[config.mk]
export PLATFORM = sky130hd
export DESIGN_NAME = accel_launch_frame
export DESIGN_NICKNAME = d
export VERILOG_FILES = /design/src/rtl/accel_launch_frame.sv
export SDC_FILE = /design/constraint.sdc
export NUM_CORES = 1
export LEC_CHECK = 0
export BUFFER_PORTS_ARGS = -buffer_cell sky130_fd_sc_hd__buf_4
export CAP_MARGIN = 20
export CORE_UTILIZATION = 35
export CTS_CLUSTER_DIAMETER = 30
export CTS_CLUSTER_SIZE = 12
export DETAILED_ROUTE_END_ITERATION = 8
export HOLD_SLACK_MARGIN = 0.02
export PLACE_DENSITY_LB_ADDON = 0.05
export SKIP_CTS_REPAIR_TIMING = 1
export SYNTH_ARGS = -nofsm -noshare
export SYNTH_HDL_FRONTEND = slang
export SYNTH_SLANG_ARGS = --single-unit
[constraint.sdc]
create_clock -name clk -period 6.6 [get_ports clk]
set_input_delay 0.33 -clock clk [delete_from_list [all_inputs] [get_ports clk]]
set_output_delay 0.33 -clock clk [all_outputs]
set_load 0.02 [all_outputs]
[src/rtl/accel_launch_frame.sv]
module accel_launch_frame #(
  parameter int N_ACC = 8,
  parameter int DW    = 64,
  parameter int NW    = 8,
  parameter int OPW   = 8,
  localparam int AW   = $clog2(NW + 3),
  localparam int IDXW = (N_ACC > 1) ? $clog2(N_ACC) : 1
) (
  input  logic              clk,
  input  logic              rst_n,
  input  logic              reg_wr,
  input  logic              reg_rd,
  input  logic [AW-1:0]     reg_addr,
  input  logic [DW-1:0]     reg_wdata,
  output logic [DW-1:0]     reg_rdata,
  output logic              iss_valid,
  input  logic              iss_ready,
  output logic [IDXW-1:0]   iss_index,
  output logic [OPW-1:0]    iss_opcode,
  output logic [DW*NW-1:0]  iss_payload,
  input  logic              lr_valid,
  input  logic              lr_err,
  input  logic              st_upd,
  input  logic [1:0]        st_code,
  output logic              wake_evt
);
  localparam int WIW = (NW > 1) ? $clog2(NW) : 1;
  localparam logic [AW-1:0] ADR_LAUNCH = AW'(NW);
  localparam logic [AW-1:0] ADR_LRESP  = AW'(NW + 1);
  localparam logic [AW-1:0] ADR_STATUS = AW'(NW + 2);
  localparam logic [OPW-1:0] OPC_RESOLVE = '1;

  localparam logic [1:0] LR_IDLE = 2'd0, LR_PEND = 2'd1, LR_ACC = 2'd2, LR_ERR = 2'd3;
  localparam logic [3:0] E_OK = 4'd0, E_BUSY = 4'd1, E_IDX = 4'd2, E_OPC = 4'd3, E_REJ = 4'd4;
  localparam logic [1:0] ST_IDLE = 2'd0, ST_DONE = 2'd2, ST_FAULT = 2'd3;

  typedef enum logic [1:0] {L_IDLE, L_ISSUE, L_WAIT} lstate_t;

  lstate_t           lstate_q;
  logic [DW-1:0]     data_q [NW];
  logic [1:0]        lr_state_q;
  logic [3:0]        lr_err_q;
  logic [1:0]        status_q;
  logic              fault_q;
  logic              wake_q;
  logic [IDXW-1:0]   idx_q;
  logic [OPW-1:0]    opc_q;

  wire             launch_wr = reg_wr && (reg_addr == ADR_LAUNCH);
  wire             data_wr   = reg_wr && (reg_addr < ADR_LAUNCH);
  wire             rd_status = reg_rd && (reg_addr == ADR_STATUS);
  wire [3:0]       l_idx     = reg_wdata[11:8];
  wire [OPW-1:0]   l_opc     = reg_wdata[OPW-1:0];
  wire             busy      = (lstate_q != L_IDLE);
  wire             bad_idx   = (32'(l_idx) >= N_ACC);
  wire             is_resolve = (l_opc == OPC_RESOLVE);
  wire             bad_opc   = (l_opc == '0) || (is_resolve && !fault_q);

  assign iss_valid  = (lstate_q == L_ISSUE);
  assign iss_index  = idx_q;
  assign iss_opcode = opc_q;
  assign wake_evt   = wake_q;

  for (genvar g = 0; g < NW; g++) begin : g_pay
    assign iss_payload[g*DW +: DW] = data_q[g];
  end

  always_comb begin
    reg_rdata = '0;
    if (reg_addr < ADR_LAUNCH)       reg_rdata = data_q[reg_addr[WIW-1:0]];
    else if (reg_addr == ADR_LRESP)  reg_rdata[5:0] = {lr_err_q, lr_state_q};
    else if (reg_addr == ADR_STATUS) reg_rdata[1:0] = status_q;
  end

  always_ff @(posedge clk) begin
    if (!rst_n) begin
      lstate_q   <= L_IDLE;
      lr_state_q <= LR_IDLE;
      lr_err_q   <= E_OK;
      status_q   <= ST_IDLE;
      fault_q    <= 1'b0;
      wake_q     <= 1'b0;
      idx_q      <= '0;
      opc_q      <= '0;
      for (int i = 0; i < NW; i++) data_q[i] <= '0;
    end else begin
      if (data_wr && lstate_q != L_ISSUE) data_q[reg_addr[WIW-1:0]] <= reg_wdata;

      unique case (lstate_q)
        L_IDLE: if (launch_wr) begin
          if (bad_idx) begin
            lr_state_q <= LR_ERR; lr_err_q <= E_IDX;
          end else if (bad_opc) begin
            lr_state_q <= LR_ERR; lr_err_q <= E_OPC;
          end else begin
            lr_state_q <= LR_PEND; lr_err_q <= E_OK;
            idx_q      <= l_idx[IDXW-1:0];
            opc_q      <= l_opc;
            lstate_q   <= L_ISSUE;
            if (is_resolve) fault_q <= 1'b0;
          end
        end
        L_ISSUE: begin
          if (launch_wr) begin lr_state_q <= LR_ERR; lr_err_q <= E_BUSY; end
          if (iss_ready) lstate_q <= L_WAIT;
        end
        L_WAIT: begin
          if (lr_valid) begin
            lr_state_q <= lr_err ? LR_ERR : LR_ACC;
            lr_err_q   <= lr_err ? E_REJ : E_OK;
            lstate_q   <= L_IDLE;
          end else if (launch_wr) begin
            lr_state_q <= LR_ERR; lr_err_q <= E_BUSY;
          end
        end
        default: lstate_q <= L_IDLE;
      endcase

      if (st_upd) begin
        status_q <= st_code;
        fault_q  <= (st_code == ST_FAULT);
      end else if (rd_status && (status_q == ST_DONE || status_q == ST_FAULT)) begin
        status_q <= ST_IDLE;
      end
      wake_q <= st_upd;
    end
  end
endmodule


==> results of run 1 <==
-- power by group --
group	internal [mW]	total [mW]	leakage [nW]	switching [mW]
clock	4.29	6.28	2.13	1.99
sequential	3.89	4.01	5.48	0.121
combinational	0.476	1.19	6.92	0.716
-- state kept, by name, indices dropped and copies added, names as in the netlist, 2 cells and up --
register	flops
data_q	512
lr_state_q	2
lstate_q	2
lr_err_q	4
status_q	2
iss_index	3
iss_opcode	8
-- layer usage --
metal	up-vias	part of all wire (%)
met4	0	2.5
met2	749	50
met5	-	0
met1	8739	40
met3	140	7.2
li1	7373	-
-- worst max-delay path: stages, from the launching register on --
cell	delay (ps)
sky130_fd_sc_hd__dfxtp_1	340
sky130_fd_sc_hd__inv_1	100
sky130_fd_sc_hd__ha_1	260
sky130_fd_sc_hd__nor3_1	270
sky130_fd_sc_hd__nand2b_1	410
sky130_fd_sc_hd__o21ai_4	920
sky130_fd_sc_hd__buf_4	730
-- layout make-up --
cell class,count,share of cell area (%)
flip-flops and latches,535,45.13
multi-input cells,906,22.45
repair buffers,758,16.77
clock buffers,156,10.03
well taps,873,3.113
clock inverters,87,2.389
inverters,11,0.1177
-- final timing paths --
path	start	end	slack [ps]	cells past startpoint
max	lstate_q[1]$_SDFFE_PN0P_	data_q[2][63]$_SDFFCE_PN0P_	3150	6
min	reg_rd	status_q[0]$_SDFFE_PN0P_	30	4
max reg2reg	lstate_q[1]$_SDFFE_PN0P_	data_q[2][63]$_SDFFCE_PN0P_	3150	6
min reg2reg	iss_opcode[1]$_SDFFE_PN0P_	iss_opcode[1]$_SDFFE_PN0P_	460	2
-- per-stage QoR --
stage	setup WS, ps	instances	instance area [um2]	power (mW)	hold slack (ps)
5_1_grt	2941	3326	35090	11.81	22.30
6_report	3149	3326	35090	11.48	26.59
2_1_floorplan	390.4	1565	24100	4.662	436.7
3_3_place_gp	2968	3015	30050	5.223	450.0
4_1_cts	3104	3258	34410	11.53	-117.8
3_5_place_dp	2936	3015	30050	5.229	450.6
-- cell families after synthesis --
| logic type | after synthesis | synth area share (%) |
|---|---|---|
| buffers and inverters | 124 | 2.170 |
| flip-flops | 535 | 65.71 |
| adder cells (fa/ha/maj) | 4 | 0.2077 |
| AND/OR/NAND/NOR | 660 | 16.18 |
| AO/OA/AOI/OAI | 56 | 1.355 |
| multiplexers | 186 | 14.37 |
-- cells in the final DEF (no fill, tap or decap), types with 11 or more instances in the layout --
cell,synthesis,routed
sky130_fd_sc_hd__buf_4,2,687
sky130_fd_sc_hd__and2_1,513,513
sky130_fd_sc_hd__edfxtp_1,512,512
sky130_fd_sc_hd__clkbuf_16,0,138
sky130_fd_sc_hd__mux4_2,128,128
sky130_fd_sc_hd__dlygate4sd3_1,0,68
sky130_fd_sc_hd__nor2_1,67,61
sky130_fd_sc_hd__mux2i_1,58,58
sky130_fd_sc_hd__clkinv_1,1,29
sky130_fd_sc_hd__nand2_1,24,24
sky130_fd_sc_hd__clkinv_2,0,23
sky130_fd_sc_hd__dfxtp_1,23,23
sky130_fd_sc_hd__clkbuf_1,73,18
sky130_fd_sc_hd__nand3_1,15,15
sky130_fd_sc_hd__a21oi_1,14,14
sky130_fd_sc_hd__bufinv_16,0,13
sky130_fd_sc_hd__o21ai_1,11,11
sky130_fd_sc_hd__inv_6,0,11
==> run_results.csv, run 1 <==
group,metric,value,unit
clock_tree,clock-sinks,535,
sta,max_slew_violation_total_from_the_final_report,0,
route,drt_first_iter_violations,1475,
floorplan,design.core.area,67630,um2
placement,gp_congestion,0.8430,
worst_setup_path,end_kind,"flip-flop",
power_and_ir_drop,power.density,327.3,nW/um2
yosys,dominantRegCellSynth,"sky130_fd_sc_hd__edfxtp_1",
yosys,synthesis.instances,1565,
clock_tree,clock_insertion_delay_worst_skew,690,ps
global_routing,grt_start_max_net_pins,70,
layout,design.final.nets,2428,
sta,final_period_minus_worst_setup_slack,3451,ps
yosys,postSynth.asyncResetShare,0,%
sta,slew-limit-headroom,32.45,%
clock_tree,cts.clk_slew.worst_paths,40,ps
global_routing,antenna_violations_before_repair,3,
sta,period_share,52.28,%
power_and_ir_drop,power.ir.vdd_worst,0.2057,mV
flow_run,cap_violations,0,
sta,worst_pin_slew,1009,ps
global_routing,grt_use_total,25.87,%
outcome,run_status,"finished clean",
clock_tree,cts-root-buf,"sky130_fd_sc_hd__clkbuf_16",
worst_setup_path,path_class,"reg2reg",
yosys,synth.lib_cells_used.distinct,41,
yosys,yosys.cell_count.top_type,"sky130_fd_sc_hd__and2_1",
sta,hold_violations,0,
floorplan,dieHeight,264.4,um
global_routing,grt_use_met2,43.83,%
floorplan,initial_core_util,35.63,%
global_routing,wire_length_of_the_first_global_routing_pass,128600,um
route,drt_drc,0,
power_and_ir_drop,power.static_leakage,14.53,nW
placement,dp_hpwl,61520,um
layout,fill_cells,5776,
clock_tree,cts.path.max_buffers,3,
route,detailed_router_iteration_count_before_antenna_repair,5,
yosys,post-synth-top-area-fraction,63.80,%
clock_tree,cts_htree_levels,4,
yosys,syn_avg_cell_area,15.40,um2
worst_setup_path,cp_data_arrival_time,3740,ps
floorplan,placement_rows,95,
route,antenna_left,0,
yosys,ys_top_cells_by_count,"513 x sky130_fd_sc_hd__and2_1, 512 x sky130_fd_sc_hd__edfxtp_1, 128 x sky130_fd_sc_hd__mux4_2",
yosys,synth.net_count,1647,
hold_path,hold_path.class,"in2reg",
yosys,seq_area_frac_synth,65.71,%
floorplan,chipWidth,264.4,um
worst_setup_path,timing.critical_path.required,6890,ps
clock_tree,tritoncts.num_buffers,134,
global_routing,first_global_vias,17316,
global_routing,grt_busiest_layer,"met2",
sta,setup_tns_final,0,ps
yosys,synth_warnings,0,
route,vias,17001,
layout,synthToLayoutAreaGrowth,45.61,%
yosys,ys_top_cells_by_area,"sky130_fd_sc_hd__edfxtp_1 64%, sky130_fd_sc_hd__and2_1 13%, sky130_fd_sc_hd__mux4_2 12%",
route,wl,91610,um
yosys,number_of_enable_flip_flop_cells_after_synthesis,512,
layout,antenna_cells,0,
layout,register_area,15840,um2
placement,placement.io_buffers,666,
global_routing,grt.overflow.total,0,
floorplan,io-pin-count,667,
yosys,ys_seq_elements,535,
route,detail_route.wl_per_cell,27.54,um
layout,final_util,51.88,%
sta,grt_setup_unrepaired,"false",
layout,layout-drive-gt1-share,42.15,%
sta,setup_viol,0,
sta,fin_worst_skew,27.58,ps
worst_setup_path,cp_max_fo,42,
layout,multiInputGateArea,7878,um2
route,drt-vias-per-instance,5.112,
global_routing,gr-usage-met1,32.14,%
sta,fmaxAchievable,0.2898,GHz
yosys,netlist_area,24100,um2
global_routing,met3_usage,6.568,%
yosys,synth.largest_area_cell,"sky130_fd_sc_hd__edfxtp_1",
worst_setup_path,cp-start-kind,"flip-flop",
clock_tree,tritoncts_clock_tree,"built",
floorplan,fp.dieArea,69900,um2
Note: power is estimated with default switching activity, not from simulation.
==> run 2: changes to the inputs <==
clock period = 3.46 ns   (was 6.6 ns; I/O delays follow)
==> run_results.csv, run 2 (synthesized netlist as in run 1, its figures left out) <==
group,metric,value,unit
sta,worst_pin_slew,911.1,ps
global_routing,grt_use_met2,44.72,%
worst_setup_path,path_class,"reg2reg",
power_and_ir_drop,intPower,16.95,mW
sta,slew-limit-headroom,39.26,%
sta,hold_violations,0,
route,vias,17118,
clock_tree,cts.path.max_buffers,3,
placement,dp_hpwl,61020,um
clock_tree,cts_htree_levels,4,
layout,design.final.nets,2450,
power_and_ir_drop,power.ir.vdd_worst,0.6234,mV
route,drt_first_iter_violations,1225,
route,drt-vias-per-instance,5.111,
sta,period_share,78.66,%
clock_tree,cts.clk_slew.worst_paths,40,ps
flow_run,cap_violations,0,
route,drt_drc,0,
layout,synthToLayoutAreaGrowth,47.38,%
layout,final_cell_mix,"693 x sky130_fd_sc_hd__buf_4, 513 x sky130_fd_sc_hd__and2_1, 512 x sky130_fd_sc_hd__edfxtp_1, 139 x sky130_fd_sc_hd__clkbuf_16, 128 x sky130_fd_sc_hd__mux4_2",
sta,hold_slack,35.95,ps
global_routing,gr-usage-met1,30.94,%
placement,gp_congestion,0.8267,
hold_path,hold_path.class,"in2reg",
worst_setup_path,cp-start-kind,"flip-flop",
sta,final_critical_path_setup_slack,738.4,ps
placement,dpl-instance-area,30280,um2
layout,fill_cells,5740,
sta,grt_setup_unrepaired,"false",
clock_tree,cts-root-buf,"sky130_fd_sc_hd__clkbuf_16",
floorplan,fp.dieArea,69900,um2
sta,max_slew_violation_total_from_the_final_report,0,
sta,fmaxAchievable,0.3674,GHz
global_routing,grt_start_max_net_pins,65,
power_and_ir_drop,power.sequential.fraction,34.1,%
layout,largest_register_ff_count,512,
global_routing,first_global_vias,17642,
route,antenna_left,0,
route,wl,92370,um
power_and_ir_drop,switching_share,24.18,%
power_and_ir_drop,power.density,629.5,nW/um2
layout,layout-drive-gt1-share,42.36,%
layout,top_reg_by_flops,"data_q",
sta,fin_worst_skew,32.14,ps
worst_setup_path,end_kind,"flip-flop",
worst_setup_path,slowest_stage,"sky130_fd_sc_hd__nand2b_1",
global_routing,wire_length_of_the_first_global_routing_pass,130600,um
worst_setup_path,cp_data_arrival_time,3070,ps
worst_setup_path,worstPathCellList,"inv_1 > ha_1 > nor3_1 > nand2b_1 > nor3_2 > nand2b_4 > buf_12",
power_and_ir_drop,switching_power,5.406,mW
placement,placement.io_buffers,666,
power_and_ir_drop,power.static_leakage,14.72,nW
clock_tree,tritoncts_clock_tree,"built",
worst_setup_path,timing.critical_path.max_delay_family,"simple AND/OR/NAND/NOR gates",
layout,layout_commonest_cell,"sky130_fd_sc_hd__buf_4",
power_and_ir_drop,combinationalPowerShare,10.4,%
floorplan,initial_core_util,35.63,%
floorplan,dieHeight,264.4,um
sta,setup_viol,0,
worst_setup_path,cp_num_buf_inv,2,
global_routing,antenna_violations_before_repair,3,
layout,finish.instance_area,35520,um2
placement,post-place-ws,733.9,ps
route,detail_route.wl_per_cell,27.58,um
floorplan,chipWidth,264.4,um
floorplan,design.core.area,67630,um2
power_and_ir_drop,power.clock.fraction,55.5,%
floorplan,placement_rows,95,
worst_setup_path,timing.critical_path.required,3810,ps
clock_tree,clock-sinks,535,
worst_setup_path,cp_max_fo,34,
outcome,run_status,"finished clean",
global_routing,grt_use_total,26.15,%
floorplan,io-pin-count,667,
route,detailed_router_iteration_count_before_antenna_repair,7,
clock_tree,clock_insertion_delay_worst_skew,690,ps
worst_setup_path,max_stage_delay,430,ps
clock_tree,tritoncts.num_buffers,136,
global_routing,grt_busiest_layer,"met2",
global_routing,grt.overflow.total,0,
sta,final_period_minus_worst_setup_slack,2722,ps
global_routing,met3_usage,7.719,%
run 2: worst min-delay path, delay by kind of cell:
family | cells | cell delay, ps
AO/OA/AOI/OAI | 4 | 390
buffers and inverters | 1 | 90
run 2: per-layer routing:
| metal | routed length [um] | up-vias | part of all wire, % |
|---|---|---|---|
| li1 | - | 7427 | - |
| met1 | 35410 | 8787 | 38 |
| met2 | 46860 | 740 | 51 |
| met3 | 7263 | 164 | 7.9 |
| met4 | 2837 | 0 | 3.1 |
| met5 | 0 | - | 0 |
run 2: power groups by stage:
stage	registers [mW]	logic, mW	clock network [mW]
floorplan	8.01	0.867	0
global placement	7.73	2.25	0
detailed placement	7.73	2.27	0
CTS	7.63	2.28	12.6
global route	7.65	2.46	12.9
finish	7.63	2.33	12.4
run 2: final timing paths:
kind	start	end	slack, ps	depth (start not counted)
worst max-delay path	lstate_q[1]$_SDFFE_PN0P_	data_q[0][4]$_SDFFCE_PN0P_	740	7
worst min register to register	iss_opcode[5]$_SDFFE_PN0P_	iss_opcode[5]$_SDFFE_PN0P_	450	2
worst max register to register	lstate_q[1]$_SDFFE_PN0P_	data_q[0][4]$_SDFFCE_PN0P_	740	7
worst min-delay path	lr_valid	lr_state_q[1]$_SDFFE_PN0P_	40	5
run 2: layout make-up:
cell class / instances / area (um2) / share of cell area [%]
diodes: 2 / 5.005 / 0.01409
flip-flops and latches: 535 / 15840 / 44.59
clock buffers: 161 / 3561 / 10.03
inverters: 11 / 41.29 / 0.1163
multi-input cells: 906 / 7878 / 22.18
well taps: 873 / 1092 / 3.076
clock inverters: 83 / 943.4 / 2.656
repair buffers: 778 / 6160 / 17.34
run 2: stage by stage:
step                util (%)  power (mW)  cells  TNS, ps
global route           52.51       23.01   3349        0
global placement       44.76       9.984   3030        0
CTS                    51.42       22.46   3274        0
finish                 52.51       22.36   3349        0
floorplan                  -       8.873   1565  -392720
detailed placement     44.76       10.00   3030        0
